File: config.mk
export PLATFORM = sky130hd
export DESIGN_NAME = gwb_router
export DESIGN_NICKNAME = d
export VERILOG_FILES = /design/src/rtl/gwb_pkg.sv /design/src/rtl/gwb_expand.sv /design/src/rtl/gwb_waw.sv /design/src/rtl/gwb_sched.sv /design/src/rtl/gwb_router.sv
export SDC_FILE = /design/constraint.sdc
export NUM_CORES = 1
export LEC_CHECK = 0
export BUFFER_PORTS_ARGS = -buffer_cell sky130_fd_sc_hd__buf_2
export CORE_UTILIZATION = 50
export CTS_BUF_LIST = sky130_fd_sc_hd__clkbuf_16
export CTS_CLUSTER_SIZE = 12
export DETAILED_ROUTE_END_ITERATION = 12
export PLACE_DENSITY = 0.75
export SYNTH_ARGS = -nofsm -noshare
export SYNTH_HDL_FRONTEND = slang
export SYNTH_SLANG_ARGS = --single-unit
File: constraint.sdc
create_clock -name clk -period 2.7 [get_ports clk]
set_input_delay 0.135 -clock clk [delete_from_list [all_inputs] [get_ports clk]]
set_output_delay 0.135 -clock clk [all_outputs]
set_load 0.02 [all_outputs]
File: src/rtl/gwb_pkg.sv
package gwb_pkg;
  localparam int NGLOB  = 4;
  localparam int GIDX_W = 2;
  localparam int RIDX_W = 4;
  localparam int FULL_W = GIDX_W + RIDX_W;
  localparam int CODE_W = 3;

  typedef logic [NGLOB-1:0]  gmask_t;
  typedef logic [GIDX_W-1:0] gidx_t;
  typedef logic [RIDX_W-1:0] ridx_t;

  function automatic gmask_t glob_bit(input gidx_t g);
    return gmask_t'(1) << g;
  endfunction

  // bit 2 clear: absolute unicast; bit 2 set: home plus offset, or all
  function automatic gmask_t expand_code(input logic [CODE_W-1:0] code, input gidx_t home);
    gidx_t k;
    k = code[1:0];
    if (!code[2]) return glob_bit(k);
    if (k == 2'b11) return '1;
    return glob_bit(home) | glob_bit(home + k + 2'd1);
  endfunction
endpackage

File: src/rtl/gwb_expand.sv
module gwb_expand
  import gwb_pkg::*;
#(
  parameter int SLOTS = 4
) (
  input  logic [SLOTS-1:0]              slot_vld,
  input  logic [SLOTS-1:0][FULL_W-1:0]  src_full,
  input  logic [SLOTS-1:0][RIDX_W-1:0]  src_part,
  input  logic [SLOTS-1:0][CODE_W-1:0]  dst_code,
  output logic [SLOTS-1:0][FULL_W-1:0]  rd_a,
  output logic [SLOTS-1:0][FULL_W-1:0]  rd_b,
  output logic [SLOTS-1:0][GIDX_W-1:0]  home,
  output logic [SLOTS-1:0][NGLOB-1:0]   mask
);
  for (genvar s = 0; s < SLOTS; s++) begin : g_slot
    assign home[s] = src_full[s][FULL_W-1:RIDX_W];
    assign rd_a[s] = src_full[s];
    assign rd_b[s] = {home[s], src_part[s]};
    assign mask[s] = slot_vld[s] ? expand_code(dst_code[s], home[s]) : '0;
  end
endmodule

File: src/rtl/gwb_waw.sv
module gwb_waw
  import gwb_pkg::*;
#(
  parameter int SLOTS = 4
) (
  input  logic [SLOTS-1:0][NGLOB-1:0]  mask,
  input  logic [SLOTS-1:0][RIDX_W-1:0] dst_reg,
  output logic [SLOTS-1:0][NGLOB-1:0]  keep,
  output logic [NGLOB-1:0]             waw
);
  // a later slot overrides an earlier one that targets the same register
  always_comb begin
    keep = mask;
    waw  = '0;
    for (int s = 0; s < SLOTS; s++) begin
      for (int t = s + 1; t < SLOTS; t++) begin
        for (int g = 0; g < NGLOB; g++) begin
          if (mask[s][g] && mask[t][g] && dst_reg[s] == dst_reg[t]) begin
            keep[s][g] = 1'b0;
            waw[g]     = 1'b1;
          end
        end
      end
    end
  end
endmodule

File: src/rtl/gwb_sched.sv
module gwb_sched
  import gwb_pkg::*;
#(
  parameter int SLOTS  = 4,
  parameter int WPORTS = 4,
  parameter int SW     = (SLOTS > 1) ? $clog2(SLOTS) : 1
) (
  input  logic [SLOTS-1:0][NGLOB-1:0]  pend,
  input  logic [SLOTS-1:0][GIDX_W-1:0] home,
  input  logic [NGLOB-1:0]             rem_blk,
  output logic [SLOTS-1:0][NGLOB-1:0]  gnt,
  output logic [NGLOB-1:0]             g_vld,
  output logic [NGLOB-1:0]             g_far,
  output logic [NGLOB-1:0][SW-1:0]     g_slot
);
  always_comb begin
    int          used;
    logic        hit;
    logic        far;
    logic [SW-1:0] pick;
    used   = 0;
    gnt    = '0;
    g_vld  = '0;
    g_far  = '0;
    g_slot = '0;
    for (int g = 0; g < NGLOB; g++) begin
      hit  = 1'b0;
      pick = '0;
      for (int s = SLOTS - 1; s >= 0; s--) begin
        if (pend[s][g]) begin
          hit  = 1'b1;
          pick = SW'(s);
        end
      end
      far = (home[pick] != GIDX_W'(g));
      // a home write may not land on a cycle already claimed by a remote one
      if (hit && used < WPORTS && (far || !rem_blk[g])) begin
        used          = used + 1;
        g_vld[g]      = 1'b1;
        g_far[g]      = far;
        g_slot[g]     = pick;
        gnt[pick][g]  = 1'b1;
      end
    end
  end
endmodule

File: src/rtl/gwb_router.sv
module gwb_router
  import gwb_pkg::*;
#(
  parameter int SLOTS  = 4,
  parameter int DW     = 32,
  parameter int WPORTS = 4
) (
  input  logic                          clk,
  input  logic                          rst_n,
  input  logic                          in_valid,
  output logic                          in_ready,
  input  logic [SLOTS-1:0]              slot_vld,
  input  logic [SLOTS-1:0][5:0]         src_full,
  input  logic [SLOTS-1:0][3:0]         src_part,
  input  logic [SLOTS-1:0][2:0]         dst_code,
  input  logic [SLOTS-1:0][3:0]         dst_reg,
  input  logic [SLOTS-1:0][DW-1:0]      res_data,
  output logic [SLOTS-1:0][5:0]         rd_a,
  output logic [SLOTS-1:0][5:0]         rd_b,
  output logic                          busy,
  output logic [3:0]                    waw_flag,
  output logic [3:0]                    wr_en,
  output logic [3:0][3:0]               wr_reg,
  output logic [3:0][DW-1:0]            wr_data
);
  localparam int SW = (SLOTS > 1) ? $clog2(SLOTS) : 1;

  logic [SLOTS-1:0][GIDX_W-1:0] home;
  logic [SLOTS-1:0][NGLOB-1:0]  mask, keep, pend, gnt;
  logic [NGLOB-1:0]             waw, g_vld, g_far;
  logic [NGLOB-1:0][SW-1:0]     g_slot;
  logic                         accept;

  logic [SLOTS-1:0][GIDX_W-1:0] b_home;
  logic [SLOTS-1:0][RIDX_W-1:0] b_reg;
  logic [SLOTS-1:0][DW-1:0]     b_data;
  logic [NGLOB-1:0]             waw_q;

  logic [NGLOB-1:0]             loc_v, r1_v, r2_v;
  logic [NGLOB-1:0][RIDX_W-1:0] loc_reg, r1_reg, r2_reg;
  logic [NGLOB-1:0][DW-1:0]     loc_dat, r1_dat, r2_dat;

  gwb_expand #(.SLOTS(SLOTS)) u_exp (
    .slot_vld (slot_vld),
    .src_full (src_full),
    .src_part (src_part),
    .dst_code (dst_code),
    .rd_a     (rd_a),
    .rd_b     (rd_b),
    .home     (home),
    .mask     (mask)
  );

  gwb_waw #(.SLOTS(SLOTS)) u_waw (
    .mask    (mask),
    .dst_reg (dst_reg),
    .keep    (keep),
    .waw     (waw)
  );

  gwb_sched #(.SLOTS(SLOTS), .WPORTS(WPORTS), .SW(SW)) u_sch (
    .pend    (pend),
    .home    (b_home),
    .rem_blk (r1_v),
    .gnt     (gnt),
    .g_vld   (g_vld),
    .g_far   (g_far),
    .g_slot  (g_slot)
  );

  assign busy     = |pend;
  assign in_ready = ~busy;
  assign accept   = in_valid & in_ready;
  assign waw_flag = waw_q;

  always_ff @(posedge clk or negedge rst_n) begin
    if (!rst_n) begin
      pend   <= '0;
      b_home <= '0;
      b_reg  <= '0;
      b_data <= '0;
      waw_q  <= '0;
    end else if (accept) begin
      pend   <= keep;
      b_home <= home;
      b_reg  <= dst_reg;
      b_data <= res_data;
      waw_q  <= waw;
    end else begin
      pend   <= pend & ~gnt;
      waw_q  <= '0;
    end
  end

  for (genvar g = 0; g < NGLOB; g++) begin : g_port
    always_ff @(posedge clk or negedge rst_n) begin
      if (!rst_n) begin
        loc_v[g]   <= 1'b0;
        r1_v[g]    <= 1'b0;
        r2_v[g]    <= 1'b0;
        loc_reg[g] <= '0;
        r1_reg[g]  <= '0;
        r2_reg[g]  <= '0;
        loc_dat[g] <= '0;
        r1_dat[g]  <= '0;
        r2_dat[g]  <= '0;
      end else begin
        loc_v[g]   <= g_vld[g] & ~g_far[g];
        r1_v[g]    <= g_vld[g] &  g_far[g];
        r2_v[g]    <= r1_v[g];
        loc_reg[g] <= b_reg[g_slot[g]];
        loc_dat[g] <= b_data[g_slot[g]];
        r1_reg[g]  <= b_reg[g_slot[g]];
        r1_dat[g]  <= b_data[g_slot[g]];
        r2_reg[g]  <= r1_reg[g];
        r2_dat[g]  <= r1_dat[g];
      end
    end
    assign wr_en[g]   = loc_v[g] | r2_v[g];
    assign wr_reg[g]  = loc_v[g] ? loc_reg[g] : r2_reg[g];
    assign wr_data[g] = loc_v[g] ? loc_dat[g] : r2_dat[g];
  end
endmodule

## Yosys cells after proc, flatten, opt, wreduce, memory -nomap -nowiden

Cells that the tools add are included.

- Add/subtract/negate cells: 10
- $mul: 0
- Div/mod/pow operators: 0
- $lt $le $gt $ge: 15
- Eq/ne operators: 13
- Shifts and indexed selects: 12
- Mux-type cells: 169
- Bitwise gates (word level): 27
- Reductions and logical operators: 69

Operators by type and width:

| kind | number |
|---|---|
| 32-bit 2-to-1 mux | 10 |
| 32-bit binary-select mux with 2-bit select | 4 |
| 4-bit 2-to-1 mux | 30 |
| 1-bit 2-to-1 mux | 82 |
| 16-bit 2-to-1 mux | 5 |
| 32-bit by 4-bit less-than comparator with 1-bit output, second input constant | 2 |
| 1-bit logical AND | 59 |
| 2-bit 2-to-1 mux | 25 |
| 16-bit OR | 3 |
| 1-bit by 2-bit << shifter with 4-bit output, first input constant | 12 |
| 32-bit by 2-bit adder with 32-bit output, second input constant | 1 |
| 4-bit binary-select mux with 2-bit select | 4 |
| 4-bit demux with 2-bit select | 4 |
| 4-bit == test | 6 |
| 2-bit by 3-bit less-than comparator with 1-bit output, second input constant | 8 |
| 16-bit AND | 1 |
| 2-bit binary-select mux with 2-bit select | 4 |
| 16-bit inverter | 1 |
| 4-bit OR | 4 |
| 16-bit OR reduction | 1 |
| 1-bit AND | 9 |
| 2-bit by 1-bit adder with 2-bit output, second input constant | 4 |
| 2-bit adder | 4 |
| 2-bit == test, second input constant | 4 |
| 11 further kinds | 28 |

- Flip-flop bits (word level): 472
- Latch bits: 0
- Memory bits (writable): 0
- Memory bits (read-only): 0
- Output and inout bits: 202
- Memories: 0

## Depth between registers and ports, before layout

- Depth after elaboration: 25
- Depth in mapped cells: 10
- Depth with buffers taken out: 8

## Hierarchy

A second synthesis with hierarchy kept.

- Cells, all modules: 1387
- Area, all modules: 22078.7 um2

By module, submodules not included:

| module | times used | cells each | area each (um2) |
|---|---|---|---|
| gwb_router | 1 | 1035 | 19606.3 |
| gwb_expand | 1 | 167 | 1202.4 |
| gwb_sched | 1 | 111 | 694.4 |
| gwb_waw | 1 | 74 | 575.6 |

## Worst setup path before layout

Ideal clock, no wire load.

- Path kind: register -> register
- Start point: register b_home[7] (netlist bit)
- End point: register r1_dat[65] (netlist bit)
- Setup time: 138 ps
- Arrival: 1960 ps
- Data required time: 2562 ps
- Setup slack: 602 ps
- Cell stages (with the launch flop): 8
- Buffers on the path: 1
- Period minus slack after synthesis: 2098 ps
- Path through: dfrtp_1 inv_1 o21ai_1 o21a_1 a211o_1 nor2_8 buf_6 mux4_2

- Word-level cells in the longest chain between the ends: 16

RTL lines:

| element | RTL line | source |
|---|---|---|
| start: declaration | gwb_router.sv:34 | `logic [SLOTS-1:0][GIDX_W-1:0] b_home;` |
| start signal: assignment | gwb_router.sv:85 | `b_home <= home;` |
| 2-bit binary-select mux with 2-bit select | gwb_sched.sv:35 | `far = (home[pick] != GIDX_W'(g));` |
| 2-bit 2-to-1 mux (not written as such) | gwb_sched.sv:35 |  |
| 2-bit nonzero test | gwb_sched.sv:35 |  |
| 1-bit logical OR | gwb_sched.sv:37 | `if (hit && used < WPORTS && (far \|\| !rem_blk[g])) begin` |
| 1-bit logical AND | gwb_sched.sv:37 |  |
| 1-bit 2-to-1 mux | gwb_sched.sv:37 |  |
| 1-bit by 3-bit less-than comparator with 1-bit output | gwb_sched.sv:37 |  |
| 1-bit logical AND (2 in a row) | gwb_sched.sv:37 |  |
| 32-bit 2-to-1 mux | gwb_sched.sv:37 |  |
| 32-bit by 4-bit less-than comparator with 1-bit output | gwb_sched.sv:37 |  |
| 1-bit logical AND | gwb_sched.sv:37 |  |
| 1-bit logical AND * | gwb_sched.sv:37 |  |
| 2-bit 2-to-1 mux * | gwb_sched.sv:37 |  |
| 32-bit binary-select mux with 2-bit select * | gwb_router.sv:114 | `r1_dat[g] <= b_data[g_slot[g]];` |
| 32-bit 2-to-1 mux (not written as such) * | gwb_router.sv:114 |  |
| end signal: indexed assignment | gwb_router.sv:114 |  |
| end: declaration | gwb_router.sv:41 | `logic [NGLOB-1:0][DW-1:0] loc_dat, r1_dat, r2_dat;` |

Every way passes the cells marked *; elsewhere a longest branch is shown, timed or not. The select of a mux whose other input is x is not followed.
A chain may end at the register's enable or synchronous reset.

==> metrics.yaml <==
max_stage_delay_ns: 0.78
num_rows: 76
yosysWarnings: 0
required_ns: 2.57
max_clock_freq_mhz: 401.1
start_util_pct: 50.95
fp.dieW_um: 212.2
grt_antenna_before_repair: 3
dpl_worst_slack_ns: 0.3337
reg.largest.list: "b_data x128, r2_dat x128, r1_dat x96"
core_um2: 43360
worstPathMaxFanout: 17
max_slew_margin_pct: 46.67
finClkSkew_ns: 0.01337
end_kind: "output port"
track_usage_pct: 29.41
viasPerCell: 5.726
wire_per_inst_um: 21.37
clk_latency_ns: 0.58
syn_area_um2: 22090
dr.pass1.iters: 8
total_power_w: 0.04020
grt_max_degree: 109
gp_congestion: 0.8988
num-nets-final: 2670
drt_iter0_markers: 1492
rsz0062_at_grt: "no"
postSynthCellCount: 2034
ctsResizeCount: 0
final_cell_mix: "nand2_1 (582), dfrtp_1 (468), buf_2 (339)"
detailed_place_hpwl_mm: 42.38
drive_gt1_share_pct: 26.59
route.detailed.drc: 0
hold_slack_ns: 0.05727
area_delta_synth_final_pct: 23.69
clock_sinks: 472
yosysSeqAreaShare_pct: 53.46
grt_pass1_wl_mm: 101.3
syn_nets: 2241
outcome: "finished clean"
path_cells: "buf_4, mux2_2, buf_2"
cts_made_buffers: 50
power.density_nw_per_um2: 1471
ant_nets: 0
hold_viol_final: 0
post-route-period-util_pct: 92.33
slew_viol_final: 0
maxCapViolations: 0
postLayoutCellArea_um2: 27330
drt_wl_total_mm: 65.94
tritoncts: "done"
min_path_type: "in -> reg"
worstMarginPinSlew_ns: 0.8000
overflow: 0
leakage_nw: 12.81
grt_pass1_vias: 17878
layout_setup_ws_ns: 0.2071
io_pins: 405
placed_cell_area_um2: 24190
ctsHtreeMaxLevel: 2
final-setup-viol-count: 0
mostFrequentLayoutCell: "nand2_1"
synth_ff_type: "dfrtp_1"
synth_edf_count: 0
fin_crit_ns: 2.493
cts-root-buf: "clkbuf_16"
cp_slowest_cell: "dfrtp_2"
synth_cell_types: 72
via_count: 17666
synthArstFlopShare_pct: 100.0
cp.arrival_ns: 2.36
irDropWorstVdd_v: 0.001386
worstSetupStartpointType: "register"
die_area_um2: 45030
tns_ns: 0
die_h_um: 212.2
io_buffers: 340
synth_seq_cells: 472
cts_buffer_depth: 3
synth.avg_cell_area_um2: 10.86
path_class: "reg -> out"
clk_pin_slew_ns: 0.06
[final cells by class]
type,instances,area [um2]
Clock inverter,33,236.5
Timing Repair Buffer,550,3881
Inverter,24,90.09
Antenna cell,3,7.507
Clock buffer,53,1326
Multi-Input combinational cell,1365,9238
Tap cell,585,732.0
Sequential cell,472,11820
Fill cell,3361,16030
[stage by stage]
step	std cells	utilization [%]
floorplan	2034	-
finish	3085	63.02
global route	3084	63.02
global placement	2839	55.78
detailed placement	2839	55.78
CTS	3082	63.01
[critical path, delay by kind of cell, from the launching register on]
kind	cells	cell delay, ns
buf+inv	2	0.58
mux	1	0.39
flops	1	0.78
[power by group]
part / total [W] / leakage (nW) / switching (W) / internal [W]
Sequential: 0.0135 / 5.87 / 0.00287 / 0.0106
Combinational: 0.0200 / 6.14 / 0.0121 / 0.00798
Clock: 0.00666 / 0.806 / 0.00278 / 0.00388
[metal layers]
layer,track usage (%),wire [um],vias up
li1,-,-,7830
met1,38.30,26410,8769
met2,47.44,31560,870
met3,5.421,5069,195
met4,14.42,2890,2
met5,0,10,-
[synthesized netlist by cell type (4+ instances only)]
cell,count,area [um2]
o21ai_1,4,20.02
ha_1,4,50.05
mux2i_1,144,1441
buf_1,4,15.01
xnor2_1,19,166.4
nand2_1,584,2192
xor2_1,19,166.4
clkbuf_1,58,217.7
buf_6,10,112.6
a211o_1,4,35.03
a22o_1,7,61.31
nor2_1,31,116.4
or2_2,5,31.28
a21oi_1,54,270.3
nand2b_1,6,37.54
nor2b_1,7,43.79
o221ai_1,4,35.03
a31oi_1,38,237.7
nor4_1,8,50.05
o22ai_1,4,25.02
o21ai_0,32,160.2
and2_0,17,106.4
and3_1,4,25.02
buf_2,43,215.2
a22oi_1,37,277.8
buf_4,58,435.4
nand3_1,13,65.06
dfrtp_1,472,11810
inv_1,24,90.09
nor3_1,9,45.04
and2_1,24,150.1
a211oi_1,38,285.3
mux2_2,144,1622
mux4_2,36,810.8
o2111ai_1,5,43.79
[path summary, 6_finish.rpt]
path                              from          to  slack [ns]  cells past startpoint
min reg2reg                 r1_dat[95]  r2_dat[95]        0.37                      0
min in group asynchronous        rst_n  r1_dat[72]        0.21                      2
max in group asynchronous        rst_n  b_data[54]        1.60                      3
max reg2reg                   pend[10]  b_data[42]        0.27                      6
min                        slot_vld[2]    pend[10]        0.06                      5
max                           loc_v[1]   wr_reg[6]        0.21                      3
[kinds of logic after synthesis]
kind of cell / Yosys count / synth area share (%)
AND/OR/NAND/NOR: 729 / 13.86
buffers and inverters: 197 / 4.916
adder cells (fa/ha/maj): 4 / 0.2265
flip-flops: 472 / 53.46
multiplexers: 324 / 17.53
XOR/XNOR: 38 / 1.506
AO/OA/AOI/OAI: 270 / 8.495
[timing repair]
action / in CTS / in global routing
setup buffers: 0 / 0
hold endpoints to repair: 240 / 0
hold buffers: 157 / 0
Note: power is estimated with default switching activity, not from simulation.
